==> src/rtl/mpc_pkg.sv <==
package mpc_pkg;

    typedef enum logic [1:0] {
        ST_PASS     = 2'd0,
        ST_HUNT     = 2'd1,
        ST_SELECTED = 2'd2
    } mpc_state_e;

endpackage

==> src/rtl/mpc_cfg_regs.sv <==
module mpc_cfg_regs #(
    parameter int DATA_W = 8
) (
    input  logic              clk,
    input  logic              rst_n,
    input  logic              addr_we,
    input  logic              mask_we,
    input  logic [DATA_W-1:0] wdata,
    output logic [DATA_W-1:0] slv_addr,
    output logic [DATA_W-1:0] slv_mask
);

    // Both registers come out of reset as zero: every bit is then don't-care.
    always_ff @(posedge clk) begin
        if (!rst_n) begin
            slv_addr <= '0;
            slv_mask <= '0;
        end else begin
            if (addr_we) slv_addr <= wdata;
            if (mask_we) slv_mask <= wdata;
        end
    end

endmodule

==> src/rtl/mpc_match.sv <==
module mpc_match #(
    parameter int DATA_W = 8
) (
    input  logic [DATA_W-1:0] cand,
    input  logic [DATA_W-1:0] slv_addr,
    input  logic [DATA_W-1:0] slv_mask,
    output logic              given_hit,
    output logic              bcast_hit
);

    logic [DATA_W-1:0] given_ok;
    logic [DATA_W-1:0] bcast_ok;

    // One comparator slice per bit position.
    for (genvar i = 0; i < DATA_W; i++) begin : g_bit
        logic bcast_bit;
        // The broadcast pattern for this bit: 1 means the byte must carry a 1 here.
        assign bcast_bit   = slv_addr[i] | slv_mask[i];
        // Given address: a bit with mask 0 is ignored.
        assign given_ok[i] = ~slv_mask[i] | ~(cand[i] ^ slv_addr[i]);
        assign bcast_ok[i] = ~bcast_bit | cand[i];
    end

    assign given_hit = &given_ok;
    assign bcast_hit = &bcast_ok;

endmodule

==> src/rtl/mpc_fsm.sv <==
module mpc_fsm
    import mpc_pkg::*;
#(
    parameter int DATA_W = 8
) (
    input  logic              clk,
    input  logic              rst_n,
    input  logic              mp_en,
    input  logic              rx_valid,
    input  logic              rx_bit9,
    input  logic [DATA_W-1:0] rx_byte,
    input  logic              addr_hit,
    output logic              acc_valid,
    output logic [DATA_W-1:0] acc_data,
    output logic              acc_is_addr,
    output logic              addressed
);

    mpc_state_e state_q, state_d;
    logic       addr_frame;
    logic       accept_d;

    assign addr_frame = rx_valid & rx_bit9;

    // State register
    always_ff @(posedge clk) begin
        if (!rst_n) state_q <= ST_PASS;
        else        state_q <= state_d;
    end

    // Next-state decision
    always_comb begin
        state_d = state_q;
        if (!mp_en) begin
            state_d = ST_PASS;
        end else begin
            unique case (state_q)
                ST_PASS: begin
                    state_d = (addr_frame && addr_hit) ? ST_SELECTED : ST_HUNT;
                end
                ST_HUNT: begin
                    if (addr_frame && addr_hit) state_d = ST_SELECTED;
                end
                ST_SELECTED: begin
                    if (addr_frame && !addr_hit) state_d = ST_HUNT;
                end
                default: state_d = ST_PASS;
            endcase
        end
    end

    // Accept decision: filter off, address match, or selected data frame.
    always_comb begin
        accept_d = 1'b0;
        if (rx_valid) begin
            if (!mp_en)       accept_d = 1'b1;
            else if (rx_bit9) accept_d = addr_hit;
            else              accept_d = (state_q == ST_SELECTED);
        end
    end

    // Output registers: the pulse trails the strobe by one clock.
    always_ff @(posedge clk) begin
        if (!rst_n) begin
            acc_valid   <= 1'b0;
            acc_data    <= '0;
            acc_is_addr <= 1'b0;
        end else begin
            acc_valid <= accept_d;
            if (accept_d) begin
                acc_data    <= rx_byte;
                acc_is_addr <= rx_bit9;
            end
        end
    end

    assign addressed = (state_q == ST_SELECTED);

endmodule

==> src/rtl/mpc_addr_filter.sv <==
module mpc_addr_filter #(
    parameter int DATA_W = 8
) (
    input  logic              clk,
    input  logic              rst_n,
    input  logic              cfg_addr_we,
    input  logic              cfg_mask_we,
    input  logic [DATA_W-1:0] cfg_wdata,
    input  logic              mp_en,
    input  logic              rx_valid,
    input  logic              rx_bit9,
    input  logic [DATA_W-1:0] rx_byte,
    output logic              acc_valid,
    output logic [DATA_W-1:0] acc_data,
    output logic              acc_is_addr,
    output logic              addressed
);

    logic [DATA_W-1:0] slv_addr;
    logic [DATA_W-1:0] slv_mask;
    logic              given_hit;
    logic              bcast_hit;
    logic              addr_hit;

    mpc_cfg_regs #(.DATA_W(DATA_W)) regs_i (
        .clk      (clk),
        .rst_n    (rst_n),
        .addr_we  (cfg_addr_we),
        .mask_we  (cfg_mask_we),
        .wdata    (cfg_wdata),
        .slv_addr (slv_addr),
        .slv_mask (slv_mask)
    );

    mpc_match #(.DATA_W(DATA_W)) match_i (
        .cand      (rx_byte),
        .slv_addr  (slv_addr),
        .slv_mask  (slv_mask),
        .given_hit (given_hit),
        .bcast_hit (bcast_hit)
    );

    assign addr_hit = given_hit | bcast_hit;

    mpc_fsm #(.DATA_W(DATA_W)) fsm_i (
        .clk         (clk),
        .rst_n       (rst_n),
        .mp_en       (mp_en),
        .rx_valid    (rx_valid),
        .rx_bit9     (rx_bit9),
        .rx_byte     (rx_byte),
        .addr_hit    (addr_hit),
        .acc_valid   (acc_valid),
        .acc_data    (acc_data),
        .acc_is_addr (acc_is_addr),
        .addressed   (addressed)
    );

endmodule

==> config.mk <==
export PLATFORM = sky130hd
export DESIGN_NAME = mpc_addr_filter
export DESIGN_NICKNAME = d
export VERILOG_FILES = /design/src/rtl/mpc_pkg.sv /design/src/rtl/mpc_cfg_regs.sv /design/src/rtl/mpc_match.sv /design/src/rtl/mpc_fsm.sv /design/src/rtl/mpc_addr_filter.sv
export SDC_FILE = /design/constraint.sdc
export NUM_CORES = 1
export LEC_CHECK = 0
export BUFFER_PORTS_ARGS = -buffer_cell sky130_fd_sc_hd__buf_2
export CAP_MARGIN = 20
export CORE_ASPECT_RATIO = 1.4
export CORE_MARGIN = 10
export CORE_UTILIZATION = 59
export CTS_BUF_LIST = sky130_fd_sc_hd__clkbuf_8
export CTS_CLUSTER_DIAMETER = 200
export DETAILED_ROUTE_END_ITERATION = 7
export PLACE_DENSITY = 0.87
export SYNTH_ARGS = -nofsm -noshare
export SYNTH_HDL_FRONTEND = slang
export SYNTH_SLANG_ARGS = --single-unit
export TNS_END_PERCENT = 5
==> constraint.sdc <==
create_clock -name clk -period 3.85 [get_ports clk]
set_input_delay 0.1925 -clock clk [delete_from_list [all_inputs] [get_ports clk]]
set_output_delay 0.1925 -clock clk [all_outputs]
set_load 0.01 [all_outputs]
==> results of run 1 <==
critical path: stages (launching register included):
cell and delay (ns):
dfxtp_1 0.35, o21bai_2 0.17, o2111ai_2 0.16, nor3_4 0.48, nor2_2 0.11, o2111a_1 0.26
synthesized netlist by cell type, types with 3 or more instances:
cell,number
nand3_1,18
o21ai_1,8
o21ai_0,3
nor2_1,6
nand2_1,11
o32a_1,8
dfxtp_1,28
clkbuf_1,7
a22oi_1,4
mux2i_1,16
nor2b_1,17
o21bai_2,3
xor2_1,8
kinds of logic after synthesis:
group	after synthesis
buf+inv	12
xor+xnor	8
simple gates	59
flops	28
compound gates	33
mux	16
where the power goes:
group | internal, W | switching [W]
Sequential | 0.000309 | 0.0000150
Clock | 0.0000704 | 0.0000883
Combinational | 0.0000546 | 0.0000727
Total | 0.000434 | 0.000176
routing by layer:
metal / vias to the layer above / routed length [um] / track usage, %
met5: - / 0 / 0
met4: 0 / 73 / 7.17
met3: 7 / 175 / 3.54
met2: 30 / 1760 / 25.3
met1: 581 / 1330 / 15.6
li1: 613 / - / -
placed cells by master (no fill, tap or decap), drive strengths merged:
master / synthesis / layout
dfxtp: 28 / 28
nand3b: 1 / 1
o32a: 8 / 8
and4: 1 / 1
nor3b: 1 / 1
o2111a: 1 / 1
and2: 1 / 1
nand3: 18 / 18
nand2: 11 / 11
inv: 1 / 1
buf: 4 / 33
nor3: 1 / 1
nand2b: 1 / 1
mux2i: 16 / 16
a31oi: 1 / 1
o21ai: 11 / 11
a22oi: 4 / 4
o2111ai: 1 / 1
o211ai: 1 / 1
clkbuf: 7 / 3
o22ai: 2 / 2
nor2: 7 / 7
o21bai: 3 / 3
o21a: 1 / 1
xor2: 8 / 8
nor2b: 17 / 17
state kept, by name, summed over array words and instances (netlist names):
| register | cells |
|---|---|
| fsm_i.acc_valid | 1 |
| regs_i.slv_mask | 8 |
| fsm_i.acc_data | 8 |
| regs_i.slv_addr | 8 |
| fsm_i.acc_is_addr | 1 |
| fsm_i.state_q | 2 |
layout make-up:
class | instances | area (sq um)
Fill cell | 187 | 743
Tap cell | 23 | 28.8
Clock buffer | 3 | 41.3
Sequential cell | 28 | 561
Timing Repair Buffer | 33 | 165
Multi-Input combinational cell | 116 | 822
Inverter | 1 | 3.75
final timing paths:
check / endpoint / slack, ns / cells after the start
setup / recovery: fsm_i.state_q[0] / 2.21 / 5
hold / removal: fsm_i.state_q[1] / 0.16 / 2
hold reg to reg: fsm_i.acc_is_addr / 0.54 / 2
setup reg to reg: fsm_i.state_q[0] / 2.21 / 5
per-stage QoR:
stage	util (%)	hold WS (ns)	total power (W)
5_1_grt	68.6	0.176	0.000641
3_3_place_gp	66.8	0.446	0.000452
4_1_cts	68.6	0.163	0.000612
2_1_floorplan	-	0.291	0.000420
6_report	68.6	0.165	0.000610
3_5_place_dp	66.8	0.456	0.000458
==> metrics.txt, run 1 <==
Synth top area share around two fifths; DR vias/cell a little over 6; type of the worst setup path flip-flop to flip-flop; Synth Area in Simple Gates 23.2%; # H-tree levels 1; die width 61.7 um; Diodes inserted 0; Most used DFF post-synth dfxtp_1; Power Density between 300 and 400 mW/mm^2; Yosys top cell by area dfxtp_1; Tcrit/Tclk final 42.6%; Starting Density roughly three fifths; Setup WS post-layout around 2.2 ns; CTS tree yes; DP Wirelength around 2.5 mm; Ys Warns 0; initial antenna violation count 0; share of layout cells above drive strength 1 about 24%; io pins 34; area grow syn2layout 12.8%; Worst Path Max Fanout 10; Final Max Tran Viols 0; synth top area cells dfxtp_1 (39%), mux2i_1 (11%), nor2b_1 (7.4%); port bufs 33; detailed-route via count approximately 1200; Setup crit end kind flip-flop; syn_nets 179; Post-Route Setup TNS 0 ns; Max IR drop VDD around 270 uV; pin count of the biggest net entering global routing 46; Post-DP Area about 0.0016 sq mm; post-route cell area roughly 0.0016 sq mm; final hold vios 0; worst slew pin tran around 0.66 ns; Inst Count DP about 200; CTS Buffer Depth 2; All-Layer GR Usage between 10% and 20%; RR Startpoint regs_i.slv_addr[2]; crit path launch regs_i.slv_addr[2]; Max Clock Skew roughly 0.0042 ns; combinational family with the most area after synthesis simple AND/OR/NAND/NOR gates; unrepaired setup endpoints after global routing no; Compound-Gate Fraction of Synth Area between 15 and 20%; core area between 0.002 and 0.0025 sq mm; Adder-Cell Fraction of Synth Area 0%; Clock transition at path regs ~0.090 ns; post-synthesis xor/xnor area fraction under 10%; total CTS buffers 3; CTS Root Cell clkbuf_8; height of the die approximately 78 um; CTS sink cnt 28; Hold Startpoint rx_bit9; cells after synthesis about 160; remaining routing DRC violations 0; flops & latches, synth 28; Nets roughly 210; post-synthesis mux area share 11.1%; # Post-CTS Setup Buffers 0; post-cts sizing count 0; vias in the first global route 1265; Mapped Avg Cell Area between 9 and 10 sq um; Distinct cells, synth 30; Tmin final roughly 1.6 ns; Hold Path Class input port to flip-flop; die area 0.00484 sq mm; hold_buf cts 0; RePlAce Congestion ~0.76; final setup vio count 0; iteration-0 DRC count of the detailed router 81; Arr. time, crit path between 1.5 and 2 ns; FFs w/ async S/R, synth 0%; Place WS 2.22 ns; Fmax 609 MHz; Non-Filler Instances 204; outcome completed; Post-synth EDFFs 0; Mapped Area 0.00144 sq mm; max-capacitance violation count 0; FP Rows 21; Post-DRT Antenna Nets 0; Seq/Total Area, Yosys ~40%; first-pass GRT wire length ~5.6 mm; critical path required time just over 4 ns; Routed WL roughly 3.3 mm; total grt overflow 0; P_leak roughly 0.7 nW; max_slew headroom 56.0%; crit start category flip-flop; worst-skew pair later-pin latency between 0.2 and 0.3 ns; Pre-Repair DR Iteration Count 4; WL/cell around 16 um
No activity file was read; power rests on OpenSTA's default activity.
==> run 2: changes to the inputs <==
--- a/config.mk
+++ b/config.mk
@@ -9,11 +9,11 @@
 export CAP_MARGIN = 20
 export CORE_ASPECT_RATIO = 1.4
 export CORE_MARGIN = 10
-export CORE_UTILIZATION = 59
+export CORE_UTILIZATION = 55
 export CTS_BUF_LIST = sky130_fd_sc_hd__clkbuf_8
 export CTS_CLUSTER_DIAMETER = 200
 export DETAILED_ROUTE_END_ITERATION = 7
-export PLACE_DENSITY = 0.87
+export PLACE_DENSITY = 0.81
 export SYNTH_ARGS = -nofsm -noshare
 export SYNTH_HDL_FRONTEND = slang
 export SYNTH_SLANG_ARGS = --single-unit
==> constraint.sdc (replaced) <==
create_clock -name clk -period 1.6 [get_ports clk]
set_input_delay 0.08 -clock clk [delete_from_list [all_inputs] [get_ports clk]]
set_output_delay 0.08 -clock clk [all_outputs]
set_load 0.01 [all_outputs]
==> run 2 against run 1 <==
  * Count of clock-buffer cells in the layout unchanged
  * First-iteration DRC count fell by 52%
  * Sequential power grew 140%
  * Combinational power rose to 2.6 times the previous value
  * Worst hold slack got worse by 0.12 ns
  * Highest routed layer unchanged
  * Critical path depth increased by 2
==> metrics.txt, run 2 (synthesized netlist as in run 1, its figures left out) <==
outcome completed; io pins 34; pin count of the biggest net entering global routing 26; Non-Filler Instances roughly 220; max incr delay on CP roughly 0.38 ns; Diodes inserted 0; vias in the first global route 1271; Post-DRT Antenna Nets 0; total grt overflow 0; M1 GR Usage between 10% and 20%; Pre-Repair DR Iteration Count 4; Starting Density about three fifths; max-capacitance violation count 0; Arr. time, crit path approximately 1.7 ns; Inst Count DP 214; DP Wirelength 2.48 mm; remaining routing DRC violations 0; CTS Root Cell clkbuf_8; largest registers fsm_i.acc_data: 8 flops, regs_i.slv_addr: 8 flops, regs_i.slv_mask: 8 flops; final hold vios 0; multi-input logic area approximately 830 sq um; most common cell after layout, fill and taps aside buf_2; first-pass GRT wire length between 5 and 6 mm; initial antenna violation count 0; critical path required time 1.77 ns; Tmin final roughly 1.5 ns; Bufs and invs on worst path 2; Sequential Area roughly 560 sq um; die area 0.00509 sq mm; worst path cell trace nor2_1 -> o22ai_1 -> nor3_4 -> buf_12 -> nor3b_4 -> buf_4 -> o21ai_1; Nets 210; worst-skew pair later-pin latency roughly 0.27 ns; CTS Buffer Depth 2; iteration-0 DRC count of the detailed router 39; port bufs 33; detailed-route via count between 1000 and 1500; share of layout cells above drive strength 1 26.5%; CP max-delay cell dfxtp_1; Clock transition at path regs about 0.090 ns; hold_buf cts 0; P_leak slightly above 0.7 nW; total CTS buffers 3; Routed WL ~3.3 mm; Post-Route Setup TNS 0 ns; WL/cell between 15 and 20 um; core area between 0.002 and 0.0025 sq mm; final setup vio count 0; met3 Use GR under 10%; DR vias/cell ~5.5; height of the die slightly above 80 um; unrepaired setup endpoints after global routing yes; # H-tree levels 1; Max IR drop VDD around 760 uV; M2 GR Usage 24.5%; Final Max Tran Viols 0; Worst Path Max Fanout 10; Power Density around 900 mW/mm^2; max_slew headroom roughly three quarters; crit start category flip-flop; FP Rows 21; Hold Path Class input port to flip-flop; Fmax ~660 MHz; CTS tree yes; area grow syn2layout 17.1%; # fillers between 200 and 250; die width between 60 and 70 um; RePlAce Congestion a little over 0.8; CTS sink cnt 28; Setup crit end kind flip-flop; All-Layer GR Usage between 10% and 20%; type of the worst setup path flip-flop to flip-flop; Tcrit/Tclk final between 90% and 100%; family with the most delay on the worst path flip-flops; Max Clock Skew roughly 0.0013 ns; worst slew pin tran roughly 0.35 ns; most used routing layer met2; most frequent cells in the layout buf_2 (33), dfxtp_1 (28), nand3_1 (18), nor2b_1 (17), mux2i_1 (16)
[run 2: cell types whose count changed in the layout (fill, tap and decap cells not counted), sizes merged]
cell / change
buf: +4
[run 2: worst register-to-register path, delay by kind of cell, from the launching register on]
family | cells | cell delay [ns]
buffers and inverters | 2 | 0.33
and+or+nand+nor | 3 | 0.30
AOI/OAI and AO/OA | 2 | 0.38
DFF | 1 | 0.38
[run 2: final cells by class]
| type | count | area share [%] |
|---|---|---|
| multi-input cells | 116 | 49.1 |
| clock buffers | 3 | 2.45 |
| inverters | 1 | 0.223 |
| repair buffers | 37 | 12.3 |
| well taps | 34 | 2.53 |
| flip-flops and latches | 28 | 33.3 |
[run 2: worst paths after layout]
check | from | to | slack, ns | depth (start not counted)
worst max-delay path | regs_i.slv_addr[4] | fsm_i.acc_data[2] | 0.09 | 7
worst min-delay path | rx_bit9 | fsm_i.state_q[1] | 0.05 | 2
worst max register to register | regs_i.slv_addr[4] | fsm_i.acc_data[2] | 0.09 | 7
worst min register to register | fsm_i.acc_is_addr | fsm_i.acc_is_addr | 0.53 | 2
[run 2: what timing repair did]
item,in CTS,in global routing
setup buffers,0,2
endpoints found under the setup margin,0,11
resized for setup,0,1
[run 2: metrics by stage]
step	power, W	setup WS (ns)	hold WS, ns	util, %	area [sq um]
after detailed placement	0.00110	0.0179	0.334	65.8	1610
after floorplan	0.00101	0.161	0.179	-	1440
after global placement	0.00109	0.0547	0.328	65.8	1610
final	0.00149	0.0923	0.0477	68.9	1680
after global routing	0.00156	-0.00759	0.0573	68.9	1680
after CTS	0.00147	0.000484	0.0424	67.5	1650
[run 2: layer usage]
layer  share of wire [%]  up-vias
met5                   0        -
met4                0.42        0
met2                  54       20
met1                  41      569
met3                 4.7        2
li1                    -      619
[run 2: power by group]
group | switching, W | leakage (nW) | internal, W
logic | 0.000181 | 0.459 | 0.000152
registers | 0.0000351 | 0.231 | 0.000744
clock network | 0.000207 | 0.0216 | 0.000169
